`src/rtl/dma_bm_pkg.sv`:
```
// Package for the threshold-driven bus master: the cycle state encoding
// and the decode from threshold code to byte count.
package dma_bm_pkg;

    typedef enum logic [2:0] {
        ST_IDLE = 3'd0,
        ST_T1   = 3'd1,
        ST_T2   = 3'd2,
        ST_T3   = 3'd3,
        ST_TW   = 3'd4
    } bus_state_e;

    // Threshold code to byte count; upper codes scale with FIFO depth.
    function automatic int unsigned thr_bytes(input logic [1:0] code,
                                              input int unsigned depth);
        case (code)
            2'd0:    return 2;
            2'd1:    return 4;
            2'd2:    return depth / 2;
            default: return (depth * 3) / 4;
        endcase
    endfunction

endpackage

```
`src/rtl/dma_req_gen.sv`:
```
// Request generator: decides whether the FIFO needs servicing and drives
// the bus request. Assumes level, direction and threshold are steady while
// a burst is running. A one-clock rest follows every completed burst.
module dma_req_gen #(
    parameter int FIFO_DEPTH = 16,
    localparam int LVL_W = $clog2(FIFO_DEPTH + 1)
) (
    input  logic             clk,
    input  logic             rst_n,
    input  logic             dir_tx,
    input  logic [LVL_W-1:0] fifo_level,
    input  logic [LVL_W-1:0] thr_val,
    input  logic             is_idle,
    input  logic             last_beat,
    output logic             start_ok,
    output logic             bus_req
);

    logic [LVL_W-1:0] free_cnt;
    logic             need;
    logic             rest_q;

    // Service test: data waiting (receive) or space free (transmit).
    always_comb begin
        free_cnt = LVL_W'(FIFO_DEPTH) - fifo_level;
        need     = dir_tx ? (free_cnt >= thr_val) : (fifo_level >= thr_val);
    end

    // Rest flag: holds the request low for one clock after a full burst.
    always_ff @(posedge clk) begin
        if (!rst_n) rest_q <= 1'b0;
        else        rest_q <= last_beat;
    end

    // Request is held through a burst, otherwise follows the service test.
    always_comb begin
        start_ok = need && !rest_q;
        bus_req  = !is_idle || start_ok;
    end

endmodule

```
`src/rtl/dma_cycle_fsm.sv`:
```
// Cycle sequencer: walks T1, T2, T3 and wait states, counts the beats of
// a burst and decides between another cycle and releasing the bus.
// Assumes thr_val is at least 1 and steady during a burst.
module dma_cycle_fsm
    import dma_bm_pkg::*;
#(
    parameter int FIFO_DEPTH = 16,
    localparam int LVL_W = $clog2(FIFO_DEPTH + 1),
    localparam int CW    = LVL_W + 1
) (
    input  logic             clk,
    input  logic             rst_n,
    input  logic             start_ok,
    input  logic             bus_ack,
    input  logic             ready,
    input  logic [LVL_W-1:0] thr_val,
    output bus_state_e       state,
    output logic             cyc_end,
    output logic             last_beat
);

    bus_state_e       state_q;
    bus_state_e       state_d;
    logic [LVL_W-1:0] beat_q;
    logic             in_sample;
    logic             leave;

    // Completion and last-beat decode.
    always_comb begin
        in_sample = (state_q == ST_T3) || (state_q == ST_TW);
        cyc_end   = in_sample && !ready;
        last_beat = cyc_end &&
                    (({1'b0, beat_q} + CW'(1)) >= {1'b0, thr_val});
        leave     = last_beat || !bus_ack;
    end

    // Next-state selection.
    always_comb begin
        state_d = state_q;
        case (state_q)
            ST_IDLE: if (start_ok && bus_ack) state_d = ST_T1;
            ST_T1:   state_d = ST_T2;
            ST_T2:   state_d = ST_T3;
            ST_T3, ST_TW: begin
                if (ready)      state_d = ST_TW;
                else if (leave) state_d = ST_IDLE;
                else            state_d = ST_T1;
            end
            default: state_d = ST_IDLE;
        endcase
    end

    // State register.
    always_ff @(posedge clk) begin
        if (!rst_n) state_q <= ST_IDLE;
        else        state_q <= state_d;
    end

    // Beat counter: cleared while idle, advanced at each completion.
    always_ff @(posedge clk) begin
        if (!rst_n)                  beat_q <= '0;
        else if (state_q == ST_IDLE) beat_q <= '0;
        else if (cyc_end)            beat_q <= beat_q + LVL_W'(1);
    end

    assign state = state_q;

endmodule

```
`src/rtl/dma_bus_drive.sv`:
```
// Bus driver: turns the cycle state into strobes, holds address and write
// data from the end of T1 and captures read data at the read-strobe rise.
// Direction is latched while idle so it cannot change inside a burst.
module dma_bus_drive
    import dma_bm_pkg::*;
#(
    parameter int ADDR_W = 16,
    parameter int DATA_W = 8
) (
    input  logic              clk,
    input  logic              rst_n,
    input  bus_state_e        state,
    input  logic              cyc_end,
    input  logic              dir_tx,
    input  logic [ADDR_W-1:0] next_addr,
    input  logic [DATA_W-1:0] wr_data,
    input  logic [DATA_W-1:0] din,
    output logic              strobe_oe,
    output logic              rd_n,
    output logic              wr_n,
    output logic [ADDR_W-1:0] addr,
    output logic [DATA_W-1:0] dout,
    output logic [DATA_W-1:0] rd_data
);

    logic              dir_q;
    logic [ADDR_W-1:0] addr_q;
    logic [DATA_W-1:0] dout_q;
    logic [DATA_W-1:0] rd_q;
    logic              in_t1;
    logic              low_ph;

    // Phase decode.
    always_comb begin
        in_t1  = (state == ST_T1);
        low_ph = (state == ST_T2) || (state == ST_T3) || (state == ST_TW);
    end

    // Direction latch, open only while the bus is not owned.
    always_ff @(posedge clk) begin
        if (!rst_n)              dir_q <= 1'b0;
        else if (state == ST_IDLE) dir_q <= dir_tx;
    end

    // Address and write-data hold registers, loaded at the end of T1.
    always_ff @(posedge clk) begin
        if (!rst_n) begin
            addr_q <= '0;
            dout_q <= '0;
        end else if (in_t1) begin
            addr_q <= next_addr;
            dout_q <= wr_data;
        end
    end

    // Read-data capture on the edge that ends a read cycle.
    always_ff @(posedge clk) begin
        if (!rst_n)                rd_q <= '0;
        else if (cyc_end && dir_q) rd_q <= din;
    end

    // Strobe, enable and bus value outputs.
    always_comb begin
        strobe_oe = (state != ST_IDLE);
        rd_n      = !(low_ph && dir_q);
        wr_n      = !(low_ph && !dir_q);
        addr      = in_t1 ? next_addr : addr_q;
        dout      = in_t1 ? wr_data   : dout_q;
        rd_data   = rd_q;
    end

endmodule

```
`src/rtl/dma_bus_master.sv`:
```
// Top of the threshold-driven bus master. Connects the request generator,
// the cycle sequencer and the bus driver. Assumes a FIFO depth of at least
// 4 so that every threshold code decodes to a nonzero count.
module dma_bus_master
    import dma_bm_pkg::*;
#(
    parameter int ADDR_W     = 16,
    parameter int DATA_W     = 8,
    parameter int FIFO_DEPTH = 16,
    localparam int LVL_W = $clog2(FIFO_DEPTH + 1)
) (
    input  logic              clk,
    input  logic              rst_n,
    input  logic              dir_tx,
    input  logic [1:0]        thr_sel,
    input  logic [LVL_W-1:0]  fifo_level,
    input  logic [ADDR_W-1:0] next_addr,
    input  logic [DATA_W-1:0] wr_data,
    output logic              bus_req,
    input  logic              bus_ack,
    input  logic              ready,
    output logic              strobe_oe,
    output logic              rd_n,
    output logic              wr_n,
    output logic [ADDR_W-1:0] addr,
    output logic [DATA_W-1:0] dout,
    input  logic [DATA_W-1:0] din,
    output logic [DATA_W-1:0] rd_data,
    output logic              xfer_done
);

    logic [LVL_W-1:0] thr_val;
    logic             start_ok;
    logic             cyc_end;
    logic             last_beat;
    bus_state_e       state;

    // Threshold decode.
    always_comb thr_val = LVL_W'(thr_bytes(thr_sel, FIFO_DEPTH));

    dma_req_gen #(.FIFO_DEPTH(FIFO_DEPTH)) u_req (
        .clk        (clk),
        .rst_n      (rst_n),
        .dir_tx     (dir_tx),
        .fifo_level (fifo_level),
        .thr_val    (thr_val),
        .is_idle    (state == ST_IDLE),
        .last_beat  (last_beat),
        .start_ok   (start_ok),
        .bus_req    (bus_req)
    );

    dma_cycle_fsm #(.FIFO_DEPTH(FIFO_DEPTH)) u_fsm (
        .clk        (clk),
        .rst_n      (rst_n),
        .start_ok   (start_ok),
        .bus_ack    (bus_ack),
        .ready      (ready),
        .thr_val    (thr_val),
        .state      (state),
        .cyc_end    (cyc_end),
        .last_beat  (last_beat)
    );

    dma_bus_drive #(.ADDR_W(ADDR_W), .DATA_W(DATA_W)) u_drv (
        .clk        (clk),
        .rst_n      (rst_n),
        .state      (state),
        .cyc_end    (cyc_end),
        .dir_tx     (dir_tx),
        .next_addr  (next_addr),
        .wr_data    (wr_data),
        .din        (din),
        .strobe_oe  (strobe_oe),
        .rd_n       (rd_n),
        .wr_n       (wr_n),
        .addr       (addr),
        .dout       (dout),
        .rd_data    (rd_data)
    );

    assign xfer_done = cyc_end;

endmodule

```
`config.mk`:
```
export PLATFORM = sky130hd
export DESIGN_NAME = dma_bus_master
export DESIGN_NICKNAME = d
export VERILOG_FILES = /design/src/rtl/dma_bm_pkg.sv /design/src/rtl/dma_req_gen.sv /design/src/rtl/dma_cycle_fsm.sv /design/src/rtl/dma_bus_drive.sv /design/src/rtl/dma_bus_master.sv
export SDC_FILE = /design/constraint.sdc
export NUM_CORES = 1
export LEC_CHECK = 0
export BUFFER_PORTS_ARGS = -buffer_cell sky130_fd_sc_hd__clkbuf_2
export CAP_MARGIN = 20
export CORE_MARGIN = 3
export CORE_UTILIZATION = 45
export DETAILED_ROUTE_END_ITERATION = 12
export PLACE_DENSITY = 0.75
export SYNTH_ARGS = -nofsm -noshare
export SYNTH_HDL_FRONTEND = slang
export SYNTH_SLANG_ARGS = --single-unit
```
`constraint.sdc`:
```
create_clock -name clk -period 5.02 [get_ports clk]
set_input_delay 0.753 -clock clk [delete_from_list [all_inputs] [get_ports clk]]
set_output_delay 0.753 -clock clk [all_outputs]
set_load 0.05 [all_outputs]
```
# --- Word-level counts from Yosys, hierarchy flattened ---
# Cells that the tools add are included.
totals:
  ff_bits: 42
  inputBits: 44
  out_inout_bits: 37
classes:
  addsub: 3
  magnitude_cmp: 3
  eq_ne: 7
  muxes: 8
  bitwise: 1
  reduce_logical: 24
ops:
  columns: ["op", "n"]
  rows:
  - ["$mux 16", 1]
  - ["$pmux 3 s4", 1]
  - ["$pmux 4 s3", 1]
  - ["$ge 5x4->1", 2]
  - ["$mux 8", 1]
  - ["$logic_and 1x1->1", 7]
  - ["$logic_not 1->1", 7]
  - ["$add 5x1->6 const B", 1]
  - ["$eq 3x2->1 const B", 2]
  - ["$ge 6x4->1", 1]
  - ["$mux 3", 2]
  - ["$add 5x1->5 const B", 1]
  - ["$logic_or 1x1->1", 5]
  - ["$sub 5x5->5 const A", 1]
  - ["$reduce_or 2->1", 2]
  - ["$eq 3x1->1 const B", 1]
  - ["$eq 3x3->1 const B", 1]
  - ["$logic_not 3->1", 1]
  - ["$reduce_bool 3->1", 1]
  - ["$eq 2x1->1 const B", 1]
  - ["$eq 2x2->1 const B", 1]
  - ["$logic_not 2->1", 1]
  - ["$mux 1", 2]
  - ["$ne 2x1->1 const B", 1]
  - ["$not 1->1", 1]

# --- Logic depth before layout (Yosys ltp) ---
# Gate-level depths: netlist of the first run.
logic_depth:
  depth_word: 8
  ltp_mapped: 9
  mapped_depth_nobuf: 9

# --- Hierarchy ---
# From an unflattened synthesis of the first run, not the netlist that was laid out.
hier_totals:
  cells_unflattened: 288
  area_unflattened_um2: 2610.0
by_module_without_submodules:
  columns: ["mod", "n_inst", "cells_per_inst", "area_each_um2"]
  rows:
  - ["dma_bus_drive", 1, 175, 1694.1]
  - ["dma_cycle_fsm", 1, 65, 571.8]
  - ["dma_req_gen", 1, 43, 319.1]
  - ["dma_bus_master", 1, 5, 25.0]

# --- Worst setup path before layout of the first run ---
# Ideal clock, no wire load.
synth_path:
  path_kind: "input port to output port"
  startpoint: "input fifo_level[0]"
  endpoint: "output bus_req"
  t_arrival_ns: 2.871
  slack_ns: 1.396
  path_stages: 8
  path_buffers: 0
  cell_sequence: "inv_1 ha_1 xnor2_1 ha_1 o21ai_0 a31oi_1 nor4b_1 o31ai_1"
synth_between:
  elab_chain_len: 5
  word_cells_on_any_way: 6
  classes_between: "1 x add/sub; 2 x order compare; 1 x mux; 2 x reduce/logical"
synth_rtl:
  columns: ["item", "line_no", "text"]
  rows:
  - ["start: declaration", "dma_bus_master.sv:16", "input logic [LVL_W-1:0] fifo_level,"]
  - ["$sub 5x5->5", "dma_req_gen.sv:25", "free_cnt = LVL_W'(FIFO_DEPTH) - fifo_level;"]
  - ["$ge 5x4->1", "dma_req_gen.sv:26", "need = dir_tx ? (free_cnt >= thr_val) : (fifo_level >= thr_val);"]
  - ["$mux 1 *", "dma_req_gen.sv:26", null]
  - ["$logic_and 1x1->1 *", "dma_req_gen.sv:37", "start_ok = need && !rest_q;"]
  - ["$logic_or 1x1->1 *", "dma_req_gen.sv:38", "bus_req = !is_idle || start_ok;"]
  - ["end: declaration", "dma_bus_master.sv:19", "output logic bus_req,"]
# Every way passes the cells marked *; elsewhere a longest branch is shown, timed or not.

# --- Final worst setup path of the first run ---
# Ends and elaborated chain as after synthesis.

==> results of run 1 <==
## metrics by stage
step,power (mW),std cells,worst slack [ns],instance area [µm²],utilization [%]
2_1_floorplan,0.584,200,1.40,2030,-
3_3_place_gp,0.642,321,1.90,2440,58.5
3_5_place_dp,0.646,321,1.80,2440,58.5
4_1_cts,0.916,328,1.79,2550,61.2
5_1_grt,0.951,329,1.69,2570,61.6
6_report,0.904,329,1.80,2570,61.6
## final timing paths
path	startpoint	to	slack, ns
worst max register to register	u_fsm.beat_q[0]	u_fsm.state[0]	3.06
worst min register to register	u_drv.dir_q	u_drv.dir_q	0.50
worst max-delay path	fifo_level[0]	bus_req	1.80
worst min-delay path	u_drv.dir_q	u_drv.dir_q	0.50
## cells in the final DEF (no fill, tap or decap), drive strengths merged, types with 6 or more instances in the layout
cell type,synthesis,layout
and2,25,25
dfxtp,42,42
mux2i,9,9
inv,12,12
mux2,24,24
ha,11,11
nor2,9,9
clkbuf,5,86
xnor2,6,6
nand2,8,8
nor2b,8,8
## power groups by stage
stage	logic (mW)	registers (mW)	clock network, mW
3_5_place_dp	0.277	0.370	0
3_3_place_gp	0.273	0.369	0
6_report	0.277	0.362	0.265
5_1_grt	0.297	0.365	0.289
2_1_floorplan	0.218	0.366	0
4_1_cts	0.277	0.362	0.276
## state kept, by name (all words and copies together), names as in the netlist
register / count
u_drv.rd_data: 8
u_drv.dout_q: 8
u_drv.dir_q: 1
u_fsm.state: 3
u_fsm.beat_q: 5
u_drv.addr_q: 16
u_req.rest_q: 1
## tightest hold or removal path, stage by stage, from the launching register on
cell	delay, ns
dfxtp_1	0.33
nand2_1	0.05
a21boi_0	0.06
## cell families after synthesis
family          share of synthesized area [%]
xor+xnor                                 4.31
flops                                    41.4
compound gates                           5.78
simple gates                             18.9
buf+inv                                  5.17
fa+ha+maj                                6.77
mux                                      17.7
## layer usage
layer | global-route usage, % | part of all wire, % | vias up | wire, µm
li1 | - | - | 829 | -
met1 | 17.0 | 44 | 685 | 1710
met2 | 28.4 | 47 | 51 | 1820
met3 | 4.96 | 7.7 | 4 | 296
met4 | 4.92 | 0.88 | 0 | 34
met5 | 0 | 0 | - | 0
## area by class of cell
class / count / share of cell area, %
Clock inverter: 1 / 1.17
Multi-Input combinational cell: 137 / 42.6
Clock buffer: 6 / 3.21
Sequential cell: 42 / 32.7
Inverter: 12 / 1.75
Timing Repair Buffer: 81 / 16.2
Tap cell: 50 / 2.43
==> impl_metrics.env, run 1 <==
export IMPL_status="completed"
export IMPL_rows=23
export IMPL_via_count=1569
export IMPL_num_antenna_cells=0
export IMPL_worstPathRequired_ns=4.27
export IMPL_ys_seq_area_share_pct=41.4
export IMPL_cp_num_cells=10
export IMPL_cts_sink_count=42
export IMPL_core_mm2=0.00417
export IMPL_hold_violations=0
export IMPL_relSlewSlack_pct=60.7
export IMPL_cts_path_max_buffers=2
export IMPL_p_leak_nw=1.20
export IMPL_hold_buffers=0
export IMPL_max_stage_delay_ns=0.33
export IMPL_ys_ff_latch=42
export IMPL_period_needed_ns=3.22
export IMPL_synthTopCellsByArea="dfxtp_1, mux2_2, and2_1"
export IMPL_synthCells=200
export IMPL_antenna_found_initial=0
export IMPL_timing_hold_ws_ns=0.499
export IMPL_firstDrtPassIters=4
export IMPL_cts_buffers_inserted=5
export IMPL_grt_max_degree=39
export IMPL_synth_edf_count=0
export IMPL_ir_worst_vdd_mv=0.204
export IMPL_clk_latency_ns=0.28
export IMPL_areaGrowthSynthToFinish_pct=26.4
export IMPL_grt_pass1_vias=1576
export IMPL_power_switching_mw=0.302
export IMPL_drc=0
export IMPL_finalSetupViolations=0
export IMPL_multi_input_area_mm2=0.00109
export IMPL_nFillCells=356
export IMPL_gp_congestion=0.810
export IMPL_dieHeight_um=73.2
export IMPL_drt_initial_drc_count=31
export IMPL_synth_top_area_share_pct=41.4
export IMPL_seq_power_share_pct=40.1
export IMPL_power_density_mw_per_mm2=352
export IMPL_tightest_slew_ns=0.590
export IMPL_fmax_mhz=310
export IMPL_avgSynthCellArea_um2=10.2
export IMPL_slowest_stage="clkbuf_2"
export IMPL_ant_nets=0
export IMPL_die_area_mm2=0.00536
export IMPL_rsz0062_at_grt="no"
export IMPL_startpoint_type="input pin"
export IMPL_synthArstFlopShare_pct=0
export IMPL_hold_path_class="reg -> reg"
export IMPL_dpl_hpwl_mm=2.95
export IMPL_num_nets_final=334
export IMPL_crit_type="in -> out"
export IMPL_arrival_ns=2.47
export IMPL_synth_common_cells="dfxtp_1, and2_1, mux2_2"
export IMPL_port_buffers=80
export IMPL_clk_pin_slew_worst_paths_ns=0.07
export IMPL_setup_tns_ns=0
export IMPL_cp_cell_sequence="clkbuf_2 -> inv_1 -> ha_1 -> xnor2_1 -> ha_1 -> o21ai_0 -> a31oi_1 -> nor4b_1 -> o31ai_1 -> clkbuf_2"
export IMPL_min_path_cells=2
export IMPL_wirelength_mm=3.86
export IMPL_cts_root_buffer="clkbuf_8"
export IMPL_cts_resized=0
export IMPL_grt_ovfl_total=0
export IMPL_cts_tree="done"
export IMPL_drive_gt1_share_pct=41.6
export IMPL_drv_slew=0
export IMPL_finalClockSkew_ns=0.00324
export IMPL_routedWlPerCell_um=11.7
export IMPL_power_frac_comb_pct=30.6
export IMPL_initial_core_util_pct=48.7
export IMPL_postCtsSetupBuffers=0
export IMPL_vias_per_cell=4.77
export IMPL_r2r_cells=8
export IMPL_synth_main_ff_cell="dfxtp_1"
export IMPL_grt_first_pass_wirelength_mm=6.52
export IMPL_yosys_area_top_type="dfxtp_1"
export IMPL_gr_usage_all_layers_pct=15.6
export IMPL_cts_max_level=2
export IMPL_synth_warning_count=0
export IMPL_cp_max_fo=4
export IMPL_maxCapViolations=0
export IMPL_p_int_mw=0.602
export IMPL_clkPwrFrac_pct=29.3
export IMPL_syn_num_nets=255
export IMPL_die_w_um=73.2
export IMPL_cp_top_family="compound AO/OA/AOI/OAI gates"
export IMPL_yosysMostFrequentCell="dfxtp_1"
export IMPL_seq_area_um2=841
export IMPL_switching_share_pct=33.4
export IMPL_synth_area_mm2=0.00203
export IMPL_period_share_pct=64.2
export IMPL_crit_buf_inv=3
export IMPL_num_io_pins=81
export IMPL_endpoint_kind="output port"
export IMPL_synth_cell_types=34
Note: power is estimated with default switching activity, not from simulation.
==> run 2: changes to the inputs <==
==> constraint.sdc (replaced) <==
create_clock -name clk -period 3 [get_ports clk]
set_input_delay 0.45 -clock clk [delete_from_list [all_inputs] [get_ports clk]]
set_output_delay 0.45 -clock clk [all_outputs]
set_load 0.05 [all_outputs]
==> run 2 against run 1 <==
Global-route usage decreased by 1.0 points. Via count rose by 1.0%. Sequential power grew 67%. Clock skew up 0.0057 ns. Final area shrank 0.92%. Count of clock-buffer cells in the layout up 1. Non-clock buffer count did not move. Critical endpoint unchanged.
==> impl_metrics.env, run 2 (synthesized netlist as in run 1, its figures left out) <==
export IMPL_cts_max_level=2
export IMPL_final_cell_count_no_fill=330
export IMPL_setup_tns_ns=0
export IMPL_cp_cell_sequence="clkbuf_2 -> inv_1 -> ha_1 -> xnor2_1 -> ha_1 -> o21ai_0 -> a31oi_1 -> nor4b_1 -> o31ai_2 -> clkbuf_2"
export IMPL_drive_gt1_share_pct=41.8
export IMPL_rows=23
export IMPL_areaGrowthSynthToFinish_pct=25.2
export IMPL_fmax_mhz=379
export IMPL_grt_busiest_layer="met2"
export IMPL_nFillCells=383
export IMPL_grt_ovfl_total=0
export IMPL_postCtsSetupBuffers=0
export IMPL_layout_common_cells="clkbuf_2, dfxtp_1, mux2_2, and2_1, inv_1"
export IMPL_cts_buffers_inserted=5
export IMPL_gp_congestion=0.828
export IMPL_core_mm2=0.00417
export IMPL_die_w_um=73.2
export IMPL_arrival_ns=2.19
export IMPL_maxCapViolations=0
export IMPL_hold_buffers=0
export IMPL_crit_buf_inv=3
export IMPL_clk_latency_ns=0.28
export IMPL_utilization_pct=61.0
export IMPL_p_leak_nw=1.19
export IMPL_min_to="u_fsm.state[2]"
export IMPL_slowest_stage="nor4b_1"
export IMPL_max_stage_delay_ns=0.36
export IMPL_dpl_hpwl_mm=2.91
export IMPL_period_share_pct=87.8
export IMPL_cts_sink_count=42
export IMPL_r2r_end="u_fsm.state[0]"
export IMPL_cp_top_family="adder cells"
export IMPL_firstDrtPassIters=4
export IMPL_final_common_cell="clkbuf_2"
export IMPL_hold_path_class="in -> reg"
export IMPL_setup_slack_ns=0.365
export IMPL_routedWlPerCell_um=11.4
export IMPL_via_count=1585
export IMPL_vias_per_cell=4.80
export IMPL_min_delay_start="ready"
export IMPL_crit_type="in -> out"
export IMPL_rsz0062_at_grt="no"
export IMPL_r2r_cells=8
export IMPL_drv_slew=0
export IMPL_port_buffers=80
export IMPL_ir_worst_vdd_mv=0.332
export IMPL_relSlewSlack_pct=63.0
export IMPL_use_met3_pct=4.82
export IMPL_tightest_slew_ns=0.555
export IMPL_finalClockSkew_ns=0.00891
export IMPL_num_io_pins=81
export IMPL_grt_pass1_vias=1519
export IMPL_period_needed_ns=2.64
export IMPL_ant_nets=0
export IMPL_initial_core_util_pct=48.7
export IMPL_gr_usage_all_layers_pct=14.6
export IMPL_worstPathRequired_ns=2.55
export IMPL_grt_max_degree=39
export IMPL_cts_path_max_buffers=2
export IMPL_num_nets_final=334
export IMPL_clk_pin_slew_worst_paths_ns=0.08
export IMPL_post_place_ws_ns=0.366
export IMPL_largest_reg_flops=16
export IMPL_met2_usage_pct=24.5
export IMPL_grt_first_pass_wirelength_mm=6.20
export IMPL_cts_resized=0
export IMPL_wirelength_mm=3.78
export IMPL_hold_violations=0
export IMPL_num_antenna_cells=0
export IMPL_largest_register="u_drv.addr_q"
export IMPL_cts_tree="done"
export IMPL_cp_max_fo=4
export IMPL_drt_initial_drc_count=42
export IMPL_rrSetupSlack_ns=1.03
export IMPL_die_area_mm2=0.00536
export IMPL_dieHeight_um=73.2
export IMPL_antenna_found_initial=0
export IMPL_cts_root_buffer="clkbuf_8"
export IMPL_finalSetupViolations=0
export IMPL_min_path_cells=3
export IMPL_drc=0
export IMPL_timing_rr_start="u_fsm.beat_q[0]"
export IMPL_placed_cells=322
export IMPL_startpoint_type="input pin"
export IMPL_status="completed"
export IMPL_power_density_mw_per_mm2=560
export IMPL_endpoint_kind="output port"
export IMPL_met1_usage_pct=17.6
export IMPL_timing_hold_ws_ns=0.416
[run 2: cell count changes in the layout (fill, tap and decap cells not counted), sizes merged]
cell | previous run | this run
clkbuf | 86 | 87
bufinv | 1 | 0
clkinv | 0 | 1
[run 2: worst reg2reg max path: stages (launching register included)]
cell and delay (ns):
dfxtp_1 0.41, ha_1 0.28, xor2_1 0.18, ha_1 0.24, o21ai_0 0.14, a31oi_1 0.07, nor3_1 0.27, nand4_1 0.13
a21boi_0 0.19
[run 2: power breakdown]
part / switching, mW / total, mW / internal [mW]
sequential: 0.0153 / 0.605 / 0.590
combinational: 0.311 / 0.460 / 0.149
clock: 0.175 / 0.361 / 0.186
total: 0.501 / 1.43 / 0.924
[run 2: routing by layer]
layer	share of wire, %	routed length (µm)	vias to the layer above
met1	44	1670	709
met5	0	0	-
met3	8.1	304	2
met4	0.45	17	0
li1	-	-	826
met2	47	1790	48
[run 2: area by class of cell]
type / count / area (µm²) / area share, %
clock buffer: 7 / 86.3 / 3.39
clock inverter: 1 / 5.00 / 0.197
inverter: 12 / 45.0 / 1.77
multi-input combinational: 137 / 1100 / 43.1
sequential: 42 / 841 / 33.0
tap: 50 / 62.6 / 2.46
timing repair buffer: 81 / 408 / 16.0
[run 2: worst max-delay path by stage]
stage | startpoint | to | slack [ns] | cells after the start
5_1_grt | fifo_level[0] | bus_req | 0.23 | 10
3_5_place_dp | fifo_level[0] | bus_req | 0.37 | 10
2_1_floorplan | fifo_level[0] | bus_req | 0.42 | 8
3_3_place_gp | fifo_level[0] | bus_req | 0.45 | 10
6_report | fifo_level[0] | bus_req | 0.36 | 10
4_1_cts | fifo_level[0] | bus_req | 0.35 | 10
[run 2: metrics by stage]
stage / power (mW) / cell area [µm²]
finish: 1.43 / 2550
global route: 1.51 / 2550
CTS: 1.45 / 2550
detailed placement: 1.08 / 2450
global placement: 1.08 / 2450
floorplan: 0.980 / 2040
